`config.mk`:
```
export PLATFORM = sky130hd
export DESIGN_NAME = fault_arbiter
export DESIGN_NICKNAME = d
export VERILOG_FILES = /design/src/rtl/fault_pkg.sv /design/src/rtl/fault_arbiter.sv
export SDC_FILE = /design/constraint.sdc
export NUM_CORES = 1
export LEC_CHECK = 0
export BUFFER_PORTS_ARGS = -buffer_cell sky130_fd_sc_hd__buf_2
export CAP_MARGIN = 20
export CELL_PAD_IN_SITES_DETAIL_PLACEMENT = 1
export CELL_PAD_IN_SITES_GLOBAL_PLACEMENT = 2
export CORE_MARGIN = 1.5
export CORE_UTILIZATION = 13
export DETAILED_ROUTE_END_ITERATION = 8
export GPL_TIMING_DRIVEN = 0
export PLACE_DENSITY = 0.95
export SETUP_SLACK_MARGIN = 0.15
export SLEW_MARGIN = 0
export SYNTH_ARGS = -nofsm -noshare
export SYNTH_HDL_FRONTEND = slang
export SYNTH_SLANG_ARGS = --single-unit
```
`constraint.sdc`:
```
create_clock -name vclk -period 1
set_input_delay 0.2 -clock vclk [all_inputs]
set_output_delay 0.2 -clock vclk [all_outputs]
set_load 0.005 [all_outputs]
```
`src/rtl/fault_pkg.sv`:
```
package fault_pkg;
  localparam int CAUSE_W  = 5;
  localparam int REG_W    = 5;
  localparam int REG_LSB  = CAUSE_W;
  localparam int WR_BIT   = REG_LSB + REG_W;
  localparam int WORD_BIT = WR_BIT + 1;
  localparam int SYN_W    = WORD_BIT + 1;

  localparam logic [CAUSE_W-1:0] CAUSE_UNALIGNED = 5'd1;
  localparam logic [CAUSE_W-1:0] CAUSE_IBUS      = 5'd3;
  localparam logic [CAUSE_W-1:0] CAUSE_DBUS      = 5'd4;
  localparam logic [CAUSE_W-1:0] CAUSE_STACK     = 5'd7;

  typedef struct packed {
    logic             cap_addr;
    logic             load_syn;
    logic             raise;
    logic [SYN_W-1:0] syn;
  } fault_dec_t;
endpackage

```
`src/rtl/fault_arbiter.sv`:
```
module fault_arbiter
  import fault_pkg::*;
(
  input  logic             mis_hit,
  input  logic             stk_viol,
  input  logic             ibus_err,
  input  logic             dbus_err,
  input  logic             exc_en,
  input  logic             cfg_ibus_exc,
  input  logic             cfg_dbus_exc,
  input  logic             acc_write,
  input  logic [REG_W-1:0] acc_reg,
  input  logic [1:0]       acc_size,
  output fault_dec_t       dec
);
  logic bus_taken;

  always_comb begin
    bus_taken = exc_en && (ibus_err || dbus_err);
    dec       = '0;
    if (bus_taken) begin
      dec.cap_addr = 1'b1;
      if (ibus_err) begin
        if (cfg_ibus_exc) begin
          dec.load_syn            = 1'b1;
          dec.raise               = 1'b1;
          dec.syn[CAUSE_W-1:0]    = CAUSE_IBUS;
        end
      end else if (cfg_dbus_exc) begin
        dec.load_syn            = 1'b1;
        dec.raise               = 1'b1;
        dec.syn[CAUSE_W-1:0]    = CAUSE_DBUS;
      end
    end else if (mis_hit) begin
      dec.cap_addr               = 1'b1;
      dec.load_syn               = 1'b1;
      dec.raise                  = exc_en;
      dec.syn[CAUSE_W-1:0]       = CAUSE_UNALIGNED;
      dec.syn[REG_LSB +: REG_W]  = acc_reg;
      dec.syn[WR_BIT]            = acc_write;
      dec.syn[WORD_BIT]          = (acc_size == 2'b11);
    end else if (stk_viol) begin
      dec.cap_addr               = 1'b1;
      dec.load_syn               = 1'b1;
      dec.raise                  = 1'b1;
      dec.syn[CAUSE_W-1:0]       = CAUSE_STACK;
    end
  end
endmodule

```
==> summary.md <==
| Metric | Value |
|---|---|
| DIE AREA | 0.00166 sq mm |
| RSZ-0062 raised after global routing | true |
| Tot GR Track Use | 0.0975 |
| Power, Total | 0.165 mW |
| Num rows | 13 |
| Die height | 40.7 um |
| Post-DR wirelength/cell | approximately 12 um |
| # hold bufs at CTS | 0 |
| Layout Nets | just over 70 |
| CP endpoint kind | primary output |
| Vias per std cell | approximately 4.5 |
| Sequential share of power | 0 |
| Share of post-route cells with drive strength above 1 | 0.800 |
| Psw | about 0.074 mW |
| Final hold vios | 0 |
| Area delta synth->final | 115% |
| Die Width | 40.7 um |
| Sw Share | 0.444 |
| Min Clock Period, post-route | approximately 1.1 ns |
| Achievable clock frequency | 935 MHz |
| Maximum vdd ir drop | about 0.00011 V |
| Run status | finished, violations left |
| Slowest stage delay, CP | ~0.23 ns |
| Syn_area_per_cell | 7.41 sq um |
| Vias in the first global route | 270 |
| Drt pass-1 iters | 1 |
| Crit-path max FO | 5 |
| Initial antenna violation count | 0 |
| Comb power frac | 1.000 |
| Setup violators final | 7 |
| MaxCap Viol Count | 0 |
| Via Count | around 310 |
| Initial DRC Count | 0 |
| CP required | roughly 0.80 ns |
| I/O pins | 30 |
| PwrDens | 416 mW/mm^2 |
| Fin crit share | 1.07 |
| Netlist area before placement | ~190 sq um |
| Seq/Total Area, Yosys | 0 |
| Crit path depth | 4 |
| Hold slack | ~0.72 ns |
| Routed wire length | ~840 um |
| Count of pins over their slew limit | 0 |
| Largest net degree at the start of global routing | 11 |
| Residual DRC | 0 |
| N_diodes | 0 |
| GPL Wtd Cong | between 0.6 and 0.7 |
| Worst path cell trace | buf_8 -> o21ai_4 -> mux2i_1 -> buf_2 |
| Netlist cell types | 14 |
| Setup ws final | -0.0697 ns |
| Static leakage | around 0.23 nW |
| CLK BUF | 0 |
| Crit path launch type | input port |
| Total grt overflow | 0 |
| Hold/Removal Path Class | input port to primary output |
| Sequential cell area | 0 sq um |
| Fillers | roughly 170 |
| Clock network fraction of total power | 0 |
| Initial Util | 0.141 |
| Final ANT Viol Nets | 0 |
| Multi-input logic area | 195 sq um |
| Critical path class | input port to primary output |
| Slowest cell on crit path | mux2i_1 |
| Crit path max-delay family | buffers and inverters |
| Failing checks | setup timing |
| Power Internal | 0.0919 mW |
| Yosys warns | 0 |
| IO Port Bufs | 27 |
| WP buf/inv | 2 |
| First-pass GRT wire length | 1.12 mm |
| Core area | ~0.0013 sq mm |
| Worst Hold Depth | 3 |
| Final HPWL DP | 594 um |
| Sequential cells | 0 |
| Synth Instances | 25 |
| WP data arrival | between 0.8 and 0.9 ns |
[power by group through the flow]
stage	Sequential, mW	Clock [mW]	Combinational (mW)
floorplan	0	0	0.0624
global placement	0	0	0.133
detailed placement	0	0	0.136
CTS	0	0	0.161
global route	0	0	0.183
finish	0	0	0.165
[metrics by stage]
step | setup WS, ns | instance area (sq um) | setup TNS [ns] | cells | utilization
after floorplan | 0.138 | 189 | 0 | 26 | -
after global routing | -0.116 | 398 | -0.555 | 70 | 0.302
after CTS | -0.0512 | 388 | -0.144 | 70 | 0.294
after global placement | -0.153 | 343 | -1.13 | 68 | 0.260
after detailed placement | -0.153 | 343 | -1.26 | 68 | 0.260
final | -0.0697 | 398 | -0.168 | 70 | 0.302
[cells in the final DEF (no fill, tap or decap)]
master and count:
buf_8 1, buf_6 1, o21ai_1 1, o21ai_2 3, buf_4 4, o21ai_4 1, buf_2 24, and3_2 6
nand2b_4 1, and4_1 1, conb_1 2, clkbuf_4 1, nand4b_1 1, nor2_2 1, o21a_2 1, nand3_1 1
nand2_1 1, mux2i_1 4
[kinds of logic after synthesis]
group / after synthesis / share of synthesized area
buf+inv: 3 / 0.108
simple gates: 12 / 0.439
compound gates: 5 / 0.216
other cells: 1 / 0.0203
mux: 4 / 0.216
[synth_stat cells]
cell type	instances	area [sq um]
buf_4	2	15.0
nor2_1	1	3.75
clkbuf_2	1	5.00
nand2_1	1	3.75
and4_1	1	8.76
nand2b_1	1	6.26
o21ai_0	3	15.0
o21a_2	1	8.76
nand3_1	1	5.00
conb_1	1	3.75
mux2i_1	4	40.0
nand4b_1	1	8.76
o21ai_4	1	16.3
and3_2	6	45.0
[layout make-up]
| class | instances | area share |
|---|---|---|
| Multi-Input combinational cell | 24 | 0.491 |
| Timing Repair Buffer | 28 | 0.406 |
| Buffer | 3 | 0.0566 |
| Tap cell | 15 | 0.0472 |
[what timing repair did]
item,in CTS,in global routing
pin swaps,3,0
setup endpoints to repair,13,13
buffers inserted,1,0
resized for setup,11,4
gates cloned,1,0
[final timing paths]
check             endpoint  slack, ns  startpoint
setup / recovery   dec[12]      -0.07    dbus_err
hold / removal      dec[5]       0.72  acc_reg[0]
[per-layer routing]
layer,up-vias,global-route usage,share of wire
met5,-,0,0
met4,0,0,0
met3,0,0.00543,0.092
met2,19,0.206,0.49
met1,140,0.109,0.42
li1,153,-,-
(Power assumes the default switching activity.)
